### src/rtl/ldm_seq_pkg.sv
// Package: shared types for the load/store-multiple sequencer.
// Assumes: nothing beyond standard SystemVerilog.
package ldm_seq_pkg;

    // Sequencer phase: idle/address setup, transfer, finish.
    typedef enum logic [1:0] {
        ST_IDLE = 2'd0,
        ST_XFER = 2'd1,
        ST_FIN  = 2'd2
    } seq_state_t;

endpackage

### src/rtl/ldm_addr_plan.sv
// Module: ldm_addr_plan
// Does: counts the selected registers and derives the lowest transfer
//       address and the written-back base from the indexing mode.
// Assumes: purely combinational; mask may be empty (count zero).
module ldm_addr_plan #(
    parameter int NREG       = 16,
    parameter int AW         = 32,
    parameter int WORD_BYTES = 4,
    localparam int CW        = $clog2(NREG + 1)
) (
    input  logic [NREG-1:0] mask,
    input  logic [AW-1:0]   base,
    input  logic            pre_index,
    input  logic            count_up,
    output logic [CW-1:0]   count,
    output logic [AW-1:0]   lowest_addr,
    output logic [AW-1:0]   final_base
);

    localparam logic [AW-1:0] STEP = AW'(WORD_BYTES);

    logic [AW-1:0] span;

    // Population count of the selection mask.
    always_comb begin
        count = '0;
        for (int i = 0; i < NREG; i++) begin
            count = count + CW'(mask[i]);
        end
    end

    // Lowest address and final base for the four indexing modes.
    always_comb begin
        span = AW'(count) * STEP;
        unique case ({count_up, pre_index})
            2'b10:   lowest_addr = base;
            2'b11:   lowest_addr = base + STEP;
            2'b00:   lowest_addr = base - span + STEP;
            default: lowest_addr = base - span;
        endcase
        final_base = count_up ? (base + span) : (base - span);
    end

endmodule

### src/rtl/ldm_mask_walk.sv
// Module: ldm_mask_walk
// Does: picks the lowest set bit of the remaining mask and gives the mask
//       with that bit cleared, plus a flag for the final transfer.
// Assumes: combinational; an empty mask yields index zero and last=1.
module ldm_mask_walk #(
    parameter int NREG = 16,
    localparam int IW  = $clog2(NREG)
) (
    input  logic [NREG-1:0] remaining,
    output logic [IW-1:0]   cur_idx,
    output logic [NREG-1:0] next_remaining,
    output logic            is_last
);

    // Priority encode toward the lowest index.
    always_comb begin
        cur_idx = '0;
        for (int i = NREG - 1; i >= 0; i--) begin
            if (remaining[i]) cur_idx = IW'(i);
        end
    end

    // Clear the lowest set bit and flag the end of the list.
    always_comb begin
        next_remaining = remaining & (remaining - NREG'(1));
        is_last        = (next_remaining == '0);
    end

endmodule

### src/rtl/ldm_resp_stage.sv
// Module: ldm_resp_stage
// Does: holds load data for one cycle before the register write, and
//       remembers whether any transfer of the current sequence aborted.
//       Once an abort is seen, no further register write is issued.
// Assumes: clear and xfer are never high in the same cycle.
module ldm_resp_stage #(
    parameter int NREG = 16,
    parameter int DW   = 32,
    localparam int IW  = $clog2(NREG)
) (
    input  logic          clk,
    input  logic          rst_n,
    input  logic          clear,
    input  logic          xfer,
    input  logic          load,
    input  logic [IW-1:0] idx_in,
    input  logic [DW-1:0] data_in,
    input  logic          abort_in,
    output logic          wr_en,
    output logic [IW-1:0] wr_idx,
    output logic [DW-1:0] wr_data,
    output logic          abort_seen
);

    // Register the load response and suppress it after any abort.
    always_ff @(posedge clk) begin
        if (!rst_n) begin
            wr_en      <= 1'b0;
            wr_idx     <= '0;
            wr_data    <= '0;
            abort_seen <= 1'b0;
        end else begin
            wr_en <= xfer && load && !abort_in && !abort_seen;
            if (xfer) begin
                wr_idx  <= idx_in;
                wr_data <= data_in;
            end
            if (clear) abort_seen <= 1'b0;
            else if (xfer && abort_in) abort_seen <= 1'b1;
        end
    end

    // after an abort has been seen, the next cycle carries no write.
    p_suppress_r9: assert property (@(posedge clk) disable iff (!rst_n)
        (abort_seen && !clear) |=> !wr_en);

    // an aborted transfer never produces a register write.
    p_abort_nowr_r9: assert property (@(posedge clk) disable iff (!rst_n)
        (xfer && abort_in) |=> !wr_en);

endmodule

### src/rtl/ldm_stm_seq.sv
// Module: ldm_stm_seq (top)
// Does: sequences a load/store-multiple instruction. The start cycle sets up
//       addresses, then one transfer per cycle in ascending register order,
//       then a finish cycle with done. Base write-back is issued in the first
//       transfer cycle. A load abort stops register writes and restores the
//       base in the finish cycle.
// Assumes: start only while idle; memory answers (data/abort) in the request
//          cycle; rf_rd_data follows rf_rd_idx combinationally.
module ldm_stm_seq #(
    parameter int NREG       = 16,
    parameter int AW         = 32,
    parameter int DW         = 32,
    parameter int WORD_BYTES = 4,
    parameter int PC_OFFSET  = 12,
    localparam int IW        = $clog2(NREG),
    localparam int CW        = $clog2(NREG + 1)
) (
    input  logic            clk,
    input  logic            rst_n,
    input  logic            start,
    input  logic [NREG-1:0] reg_mask,
    input  logic [AW-1:0]   base_in,
    input  logic [AW-1:0]   inst_addr,
    input  logic            pre_index,
    input  logic            count_up,
    input  logic            write_back,
    input  logic            is_load,
    input  logic            user_sel,
    output logic            busy,
    output logic            mem_req,
    output logic            mem_we,
    output logic [AW-1:0]   mem_addr,
    output logic [DW-1:0]   mem_wdata,
    input  logic [DW-1:0]   mem_rdata,
    input  logic            mem_abort,
    output logic [IW-1:0]   rf_rd_idx,
    input  logic [DW-1:0]   rf_rd_data,
    output logic            rf_user,
    output logic            rf_wr_en,
    output logic [IW-1:0]   rf_wr_idx,
    output logic [DW-1:0]   rf_wr_data,
    output logic            base_wr_en,
    output logic [AW-1:0]   base_wr_data,
    output logic            psr_restore,
    output logic            done,
    output logic            abort_trap
);

    import ldm_seq_pkg::*;

    localparam logic [AW-1:0] STEP   = AW'(WORD_BYTES);
    localparam logic [IW-1:0] PC_IDX = IW'(NREG - 1);

    seq_state_t      state;
    logic [NREG-1:0] rem_q;
    logic [AW-1:0]   addr_q;
    logic [AW-1:0]   newb_q;
    logic [AW-1:0]   origb_q;
    logic [AW-1:0]   inst_q;
    logic            load_q;
    logic            wb_q;
    logic            usr_q;
    logic            pcl_q;
    logic            first_q;

    logic            accept;
    logic            xfer;
    logic [CW-1:0]   plan_count;
    logic [AW-1:0]   plan_low;
    logic [AW-1:0]   plan_final;
    logic [IW-1:0]   cur_idx;
    logic [NREG-1:0] next_rem;
    logic            is_last;
    logic            abort_seen;

    ldm_addr_plan #(
        .NREG(NREG), .AW(AW), .WORD_BYTES(WORD_BYTES)
    ) u_plan (
        .mask        (reg_mask),
        .base        (base_in),
        .pre_index   (pre_index),
        .count_up    (count_up),
        .count       (plan_count),
        .lowest_addr (plan_low),
        .final_base  (plan_final)
    );

    ldm_mask_walk #(.NREG(NREG)) u_walk (
        .remaining      (rem_q),
        .cur_idx        (cur_idx),
        .next_remaining (next_rem),
        .is_last        (is_last)
    );

    ldm_resp_stage #(.NREG(NREG), .DW(DW)) u_resp (
        .clk        (clk),
        .rst_n      (rst_n),
        .clear      (accept),
        .xfer       (xfer),
        .load       (load_q),
        .idx_in     (cur_idx),
        .data_in    (mem_rdata),
        .abort_in   (mem_abort),
        .wr_en      (rf_wr_en),
        .wr_idx     (rf_wr_idx),
        .wr_data    (rf_wr_data),
        .abort_seen (abort_seen)
    );

    // Phase decode shared by the output logic.
    always_comb begin
        accept = (state == ST_IDLE) && start;
        xfer   = (state == ST_XFER);
        busy   = (state != ST_IDLE);
        done   = (state == ST_FIN);
    end

    // Sequencer state and per-instruction context registers.
    always_ff @(posedge clk) begin
        if (!rst_n) begin
            state   <= ST_IDLE;
            rem_q   <= '0;
            addr_q  <= '0;
            newb_q  <= '0;
            origb_q <= '0;
            inst_q  <= '0;
            load_q  <= 1'b0;
            wb_q    <= 1'b0;
            usr_q   <= 1'b0;
            pcl_q   <= 1'b0;
            first_q <= 1'b0;
        end else begin
            unique case (state)
                ST_IDLE: begin
                    if (start) begin
                        rem_q   <= reg_mask;
                        addr_q  <= plan_low;
                        newb_q  <= plan_final;
                        origb_q <= base_in;
                        inst_q  <= inst_addr;
                        load_q  <= is_load;
                        wb_q    <= write_back && (plan_count != '0);
                        usr_q   <= user_sel && (!reg_mask[NREG-1] || !is_load);
                        pcl_q   <= user_sel && reg_mask[NREG-1] && is_load;
                        first_q <= 1'b1;
                        state   <= (reg_mask == '0) ? ST_FIN : ST_XFER;
                    end
                end
                ST_XFER: begin
                    addr_q  <= addr_q + STEP;
                    rem_q   <= next_rem;
                    first_q <= 1'b0;
                    if (is_last) state <= ST_FIN;
                end
                default: begin
                    state <= ST_IDLE;
                end
            endcase
        end
    end

    // Memory request, address and store data selection.
    always_comb begin
        mem_req   = xfer;
        mem_we    = xfer && !load_q;
        mem_addr  = addr_q;
        rf_rd_idx = cur_idx;
        if (xfer && !load_q) begin
            mem_wdata = (cur_idx == PC_IDX) ? DW'(inst_q + AW'(PC_OFFSET))
                                            : rf_rd_data;
        end else begin
            mem_wdata = '0;
        end
    end

    // Base write-back, abort restore, bank select, status restore, trap.
    always_comb begin
        base_wr_en   = (xfer && first_q && wb_q) || (done && load_q && abort_seen);
        base_wr_data = (xfer || wb_q) ? newb_q : origb_q;
        rf_user      = usr_q && busy;
        psr_restore  = pcl_q && rf_wr_en && (rf_wr_idx == PC_IDX);
        abort_trap   = done && abort_seen;
    end

    // consecutive transfers step the address by one word.
    p_addr_step_r2: assert property (@(posedge clk) disable iff (!rst_n)
        (mem_req && $past(mem_req)) |-> (mem_addr == $past(mem_addr) + STEP));

    // consecutive transfers use strictly rising register indices.
    p_idx_rise_r1: assert property (@(posedge clk) disable iff (!rst_n)
        (mem_req && $past(mem_req)) |-> (rf_rd_idx > $past(rf_rd_idx)));

    // a write-back during transfers happens only in the first one.
    p_wb_first_r3: assert property (@(posedge clk) disable iff (!rst_n)
        (mem_req && base_wr_en) |-> !$past(mem_req));

    // status restore coincides with the end of the sequence.
    p_psr_end_r11: assert property (@(posedge clk) disable iff (!rst_n)
        psr_restore |-> done);

    // an empty mask finishes next cycle with no transfer.
    p_empty_r12: assert property (@(posedge clk) disable iff (!rst_n)
        (accept && (reg_mask == '0)) |=> (done && !mem_req && !rf_wr_en));

    // done is a single pulse followed by idle.
    p_done_pulse_r13: assert property (@(posedge clk) disable iff (!rst_n)
        done |=> (!done && !busy));

    // no transfer and done together.
    p_req_done_r13: assert property (@(posedge clk) disable iff (!rst_n)
        !(mem_req && done));

endmodule

### config.mk
export PLATFORM = sky130hd
export DESIGN_NAME = ldm_stm_seq
export DESIGN_NICKNAME = d
export VERILOG_FILES = /design/src/rtl/ldm_seq_pkg.sv /design/src/rtl/ldm_addr_plan.sv /design/src/rtl/ldm_mask_walk.sv /design/src/rtl/ldm_resp_stage.sv /design/src/rtl/ldm_stm_seq.sv
export SDC_FILE = /design/constraint.sdc
export NUM_CORES = 1
export LEC_CHECK = 0
export BUFFER_PORTS_ARGS = -buffer_cell sky130_fd_sc_hd__buf_2
export CORE_UTILIZATION = 45
export DETAILED_ROUTE_END_ITERATION = 8
export MAX_ROUTING_LAYER = met4
export PLACE_DENSITY_LB_ADDON = 0.12
export SYNTH_ARGS = -nofsm -noshare
export SYNTH_HDL_FRONTEND = slang
export SYNTH_SLANG_ARGS = --single-unit
### constraint.sdc
create_clock -name clk -period 14.85 [get_ports clk]
set_input_delay 2.97 -clock clk [delete_from_list [all_inputs] [get_ports clk]]
set_output_delay 2.97 -clock clk [all_outputs]
set_load 0.05 [all_outputs]
# Word level (Yosys, flattened, before mapping)
# Cells that the tools add are included.
# Widths: inputs -> output; s select.
[op_classes] bitwise=2 n_reduce_logical=37 add_sub_neg=22 n_mux=31 eq_ne=8
[ops] operator="$mux 32" count=5
[ops] operator="$add 32x3->32 const B" count=3
[ops] operator="$pmux 32 s3" count=1
[ops] operator="$add 5x1->5" count=14
[ops] operator="$mux 4" count=16
[ops] operator="$pmux 32 s2" count=1
[ops] operator="$add 32x4->32 const B" count=1
[ops] operator="$add 32x7->32" count=1
[ops] operator="$logic_not 16->1" count=2
[ops] operator="$pmux 16 s2" count=1
[ops] operator="$sub 32x7->32" count=1
[ops] operator="$logic_and 1x1->1" count=18
[ops] operator="$and 16x16->16" count=1
[ops] operator="$mux 16" count=1
[ops] operator="$sub 16x1->16 const B" count=1
[ops] operator="$eq 4x4->1 const B" count=2
[ops] operator="$eq 2x2->1 const B" count=3
[ops] operator="$mux 2" count=3
[ops] operator="$reduce_and 2->1" count=3
[ops] operator="$logic_not 1->1" count=5
[ops] operator="$reduce_bool 5->1" count=1
[ops] operator="$logic_not 2->1" count=2
[ops] operator="$ne 2x2->1 const B" count=2
[ops] operator="$pmux 2 s2" count=1
[ops] operator="8 further kinds" count=11
[totals] in_bits=153 register_bits=189 output_inout_bits=145 wordCells=115

# Logic depth before layout (Yosys ltp)
[logic_depth] word_depth=20 depth_mapped=28 depth_no_buf=26

# Cells and area by module
# Synthesis repeated with hierarchy kept, for this count alone.
[hier_totals] hier_cells=1831 area_unflattened_um2=13730.7
[modules_own_cells] mod="ldm_stm_seq" seq_area_each_um2=3022.9 instances=1 cells_each=999 area_per_inst_um2=7654.8
[modules_own_cells] mod="ldm_addr_plan" seq_area_each_um2=0.0 instances=1 cells_each=638 area_per_inst_um2=4165.2
[modules_own_cells] mod="ldm_resp_stage" seq_area_each_um2=760.7 instances=1 cells_each=122 area_per_inst_um2=1452.6
[modules_own_cells] mod="ldm_mask_walk" seq_area_each_um2=0.0 instances=1 cells_each=72 area_per_inst_um2=457.9

# Worst setup path after synthesis
# Ideal clock, no wire load.
[synth_path] kind="input port to flip-flop" startpoint="in reg_mask[0]" endpoint="reg addr_q[24], in the netlist mem_addr[24]" t_arrival_ns=9.625 setup_time_ns=0.126 n_path_buf=1 path_slack_ns=5.100 required_ns=14.724 stages=23 cell_sequence="inv_1 -> ha_1 -> inv_1 -> fa_1 -> fa_1 -> fa_1 -> fa_1 -> fa_1 -> fa_1 -> xor2_1 -> inv_1 -> ha_1 -> nor2b_1 -> a2111oi_0 -> clkbuf_1 -> o31ai_1 -> a222oi_1 -> nand4_2 -> a2111oi_4 -> a2111oi_0 -> a41o_1 -> xnor2_1 -> o22ai_1"
[synth_between] elab_chain_cells=20
[synth_rtl] element="start, declared" line_no="ldm_stm_seq.sv:21" text="input logic [NREG-1:0] reg_mask,"
[synth_rtl] element="$add 1x1->2 (*)" line_no="ldm_addr_plan.sv:28" text="count = count + CW'(mask[i]);"
[synth_rtl] element="$add 5x1->5 (*) (14 in series)" line_no="ldm_addr_plan.sv:28"
[synth_rtl] element="$sub 32x7->32 (*)" line_no="ldm_addr_plan.sv:38, ldm_addr_plan.sv:39"
[synth_rtl] element="$add 32x3->32" line_no="ldm_addr_plan.sv:38" text="2'b00: lowest_addr = base - span + STEP;"
[synth_rtl] element="$pmux 32 s3 (*)" line_no="ldm_addr_plan.sv:35" text="unique case ({count_up, pre_index})"
[synth_rtl] element="$mux 32 (*)" line_no="ldm_stm_seq.sv:135" text="if (start) begin"
[synth_rtl] element="$pmux 32 s2 (*)" line_no="ldm_stm_seq.sv:133" text="unique case (state)"
[synth_rtl] element="end signal, assigned" line_no="ldm_stm_seq.sv:137" text="addr_q <= plan_low;"
[synth_rtl] element="end signal, assigned" line_no="ldm_stm_seq.sv:150" text="addr_q <= addr_q + STEP;"
[synth_rtl] element="end, declared" line_no="ldm_stm_seq.sv:56" text="logic [AW-1:0] addr_q;"
# Every way passes the cells marked *; elsewhere a longest branch is shown, timed or not. The select of a mux whose other input is x is not followed.
# A chain may end at the register's enable or synchronous reset.

# Final worst setup path
# Ends and elaborated chain as after synthesis.

==> metrics.yaml <==
status:
  status: "completed"
routing:
  dr.pass1.iters: 5
  drtAntennaViolNets: 0
  drt_iter0_drc: 1032
  post_drt_wl_per_cell_um: 18.62
  viasPerCell: 5.761
  dr_wl_met3_um: 2392
  highest_layer: "met4"
  totalWireLength_um: 44850
  vias: 13878
  dr_wl_met2_um: 22040
  met1Wirelength_um: 18970
  drc: 0
grt:
  antenna_found_initial: 1
  overflow: 0
  grt_pass1_vias: 12846
  grt_max_degree: 117
  grt_first_pass_wirelength_um: 70790
  groute.usage.overall: 0.3016
floorplanning:
  die_area_sq_um: 30170
  initial_utilization: 0.4597
  die_h_um: 173.7
  rows: 62
  core-area_sq_um: 28860
  io_pins: 298
  dieWidth_um: 173.7
worst_setup_path:
  cp_top_family: "adder cells"
  crit_chain: "buf_2 -> inv_1 -> ha_1 -> inv_1 -> fa_1 -> fa_1 -> fa_1 -> fa_1 -> fa_1 -> fa_1 -> xor2_1 -> inv_1 -> ha_1 -> nor2b_1 -> a2111oi_2 -> buf_4 -> or4_1 -> a222oi_1 -> nand4_2 -> a2111oi_4 -> a2111oi_0 -> a41o_1 -> xnor2_1 -> o22ai_1"
  critPathMostFrequentCell: "fa_1"
  r2r_end: "mem_addr[25]$_SDFFE_PN0P_"
  crit_end: "mem_addr[24]$_SDFFE_PN0P_"
  worstPathArrival_ps: 10500
  crit_type: "input pin to register"
  cp.required_ps: 15180
  r2r-start: "state[1]$_SDFFE_PN0P_"
  critPathCaptureType: "register"
  reg2reg_depth: 9
  rrSetupSlack_ps: 11440
  crit_path_max_fanout: 12
  cp.depth: 24
  path_buf_inv: 5
  crit_path_top_delay_cell: "a2111oi_4"
  start_kind: "input pin"
  critPathMaxStageDelay_ps: 700
  startpoint: "reg_mask[0]"
yosys:
  yosys.area.top_type: "dfxtp_1"
  synth_edf_count: 0
  seq_area_frac_synth: 0.2822
  synth_mux_area_frac: 0.03829
  syn-num-nets: 2006
  yosys.area_share.simple: 0.2679
  synth_fa_ha_area_frac: 0.04150
  syn_area_sq_um: 13270
  yosysUniqueCellTypes: 75
  synth_compound_area_frac: 0.2383
  yosysTopAreaCellShare: 0.2822
  synthArstFlopShare: 0
  ys_ff_latch: 187
  yosys_warnings: 0
  synth.area.top_cells: "dfxtp_1 (28%), nand2_1 (9.8%), a21boi_0 (6.5%)"
  yosys_most_used_dff: "dfxtp_1"
  synth_top_family_by_area: "simple AND/OR/NAND/NOR gates"
  synthTopCellsByCount: "nand2_1 (347), dfxtp_1 (187), nor2_1 (134)"
  syn_area_per_cell_sq_um: 7.301
  synthXorXnorAreaFrac: 0.07593
  synthCells: 1817
  synth_most_common_cell: "nand2_1"
sta:
  worstMarginPinSlew_ps: 1218
  timing.final.crit_share: 0.6848
  skew_ps: 17.46
  slew_viol_final: 0
  hold_violations: 0
  setup-tns-final_ps: 0
  maxSlewHeadroom: 0.1883
  rsz0062_at_grt: "false"
  finalCriticalPeriod_ps: 10170
  max_freq_ghz: 0.09834
  setup_viol: 0
  hold_ws_ps: 463.7
cts:
  cts_sinks: 187
  hold_buffers: 0
  cts_setup_buffers: 0
  cts_resized: 0
  clk_latency_ps: 450
  path_clk_slew_ps: 80
  cts_tree: "built"
  cts_buffers: 17
  cts_root_buffer: "clkbuf_16"
  htreeDepth: 4
  cts_buffer_depth: 2
place:
  dp_hpwl_um: 32710
  buffer_ports.inserted: 297
  gp_congestion: 0.9290
power:
  vdd_ir_drop_max_mv: 0.07791
  leakage_nw: 6.267
  p_per_area_nw_per_um2: 129.2
final_layout:
  nets: 2200
  area_growth_pct: 16.83
  drive_gt1_frac: 0.1961
job:
  maxCapViolations: 0
hold_path:
  hp-class: "register to register"
[cells in the final DEF, fill, tap and decap left out, types with 19 or more instances in the layout]
cell type  instances
nand2_1          346
buf_2            296
dfxtp_1          187
nor2_1           132
a21boi_0         115
a21oi_1           81
o21ai_0           80
xnor2_1           68
inv_1             58
nand3_1           56
xor2_1            47
nor3_1            40
a211oi_1          39
and2_1            32
nand4_1           31
mux2_2            30
nor2b_1           26
ha_1              23
nor4_1            21
a31oi_1           20
and3_1            19
or3_1             19
[report_power, final]
| group | switching, mW | internal, mW | leakage [nW] |
|---|---|---|---|
| Combinational | 0.608 | 0.298 | 4.43 |
| Clock | 0.258 | 0.237 | 0.306 |
| Sequential | 0.0486 | 0.553 | 1.53 |
| Total | 0.915 | 1.09 | 6.27 |
[worst min path at each step]
stage                             start                       end  depth (start not counted)
2_1_floorplan     state[1]$_SDFFE_PN0P_     state[1]$_SDFFE_PN0P_                          1
3_3_place_gp      state[1]$_SDFFE_PN0P_     state[1]$_SDFFE_PN0P_                          1
3_5_place_dp   origb_q[10]$_SDFFE_PN0P_  origb_q[10]$_SDFFE_PN0P_                          2
4_1_cts        origb_q[10]$_SDFFE_PN0P_  origb_q[10]$_SDFFE_PN0P_                          2
5_1_grt        origb_q[30]$_SDFFE_PN0P_  origb_q[30]$_SDFFE_PN0P_                          2
6_report       origb_q[10]$_SDFFE_PN0P_  origb_q[10]$_SDFFE_PN0P_                          2
[layout make-up]
cell class / count / area (sq um)
diodes: 1 / 2.502
clock buffers: 17 / 425.4
clock inverters: 15 / 200.2
fillers: 2936 / 13360
inverters: 60 / 225.2
multi-input cells: 1433 / 8818
flip-flops and latches: 187 / 3744
well taps: 384 / 480.5
repair buffers: 312 / 1602
[tightest hold or removal path, cell delays in order, from the launching register on]
cell and delay, ps:
dfxtp_1 310, nand2_1 40, a21boi_0 60
[per-stage QoR]
stage	util	std cells	instance area, sq um	total power [mW]	setup slack, ps
3_5_place_dp	0.5153	2376	14870	1.512	4268
2_1_floorplan	-	1817	13270	1.271	5100
6_report	0.5370	2409	15500	2.002	4681
4_1_cts	0.5369	2408	15490	2.009	4725
3_3_place_gp	0.5153	2376	14870	1.498	4423
5_1_grt	0.5370	2409	15500	2.119	4237
[kinds of logic after synthesis]
kind of cell	after synthesis
buf+inv	197
simple gates	769
mux	47
xor+xnor	115
fa+ha+maj	37
flops	187
compound gates	465
[registers in the layout, summed over array words and instances (netlist names)]
name,count
u_resp.wr_en,1
mem_addr,32
newb_q,32
origb_q,30
wb_q,1
usr_q,1
u_resp.wr_idx,4
u_resp.wr_data,32
rem_q,16
state,2
pcl_q,1
u_resp.abort_seen,1
load_q,1
first_q,1
inst_q,32
[metal layers]
metal	global-route usage	vias to the layer above
met2	0.5082	522
li1	-	6745
met5	-	-
met3	0.03618	76
met4	0.1144	0
met1	0.3680	6535
Power figures use the tool's default switching activity.
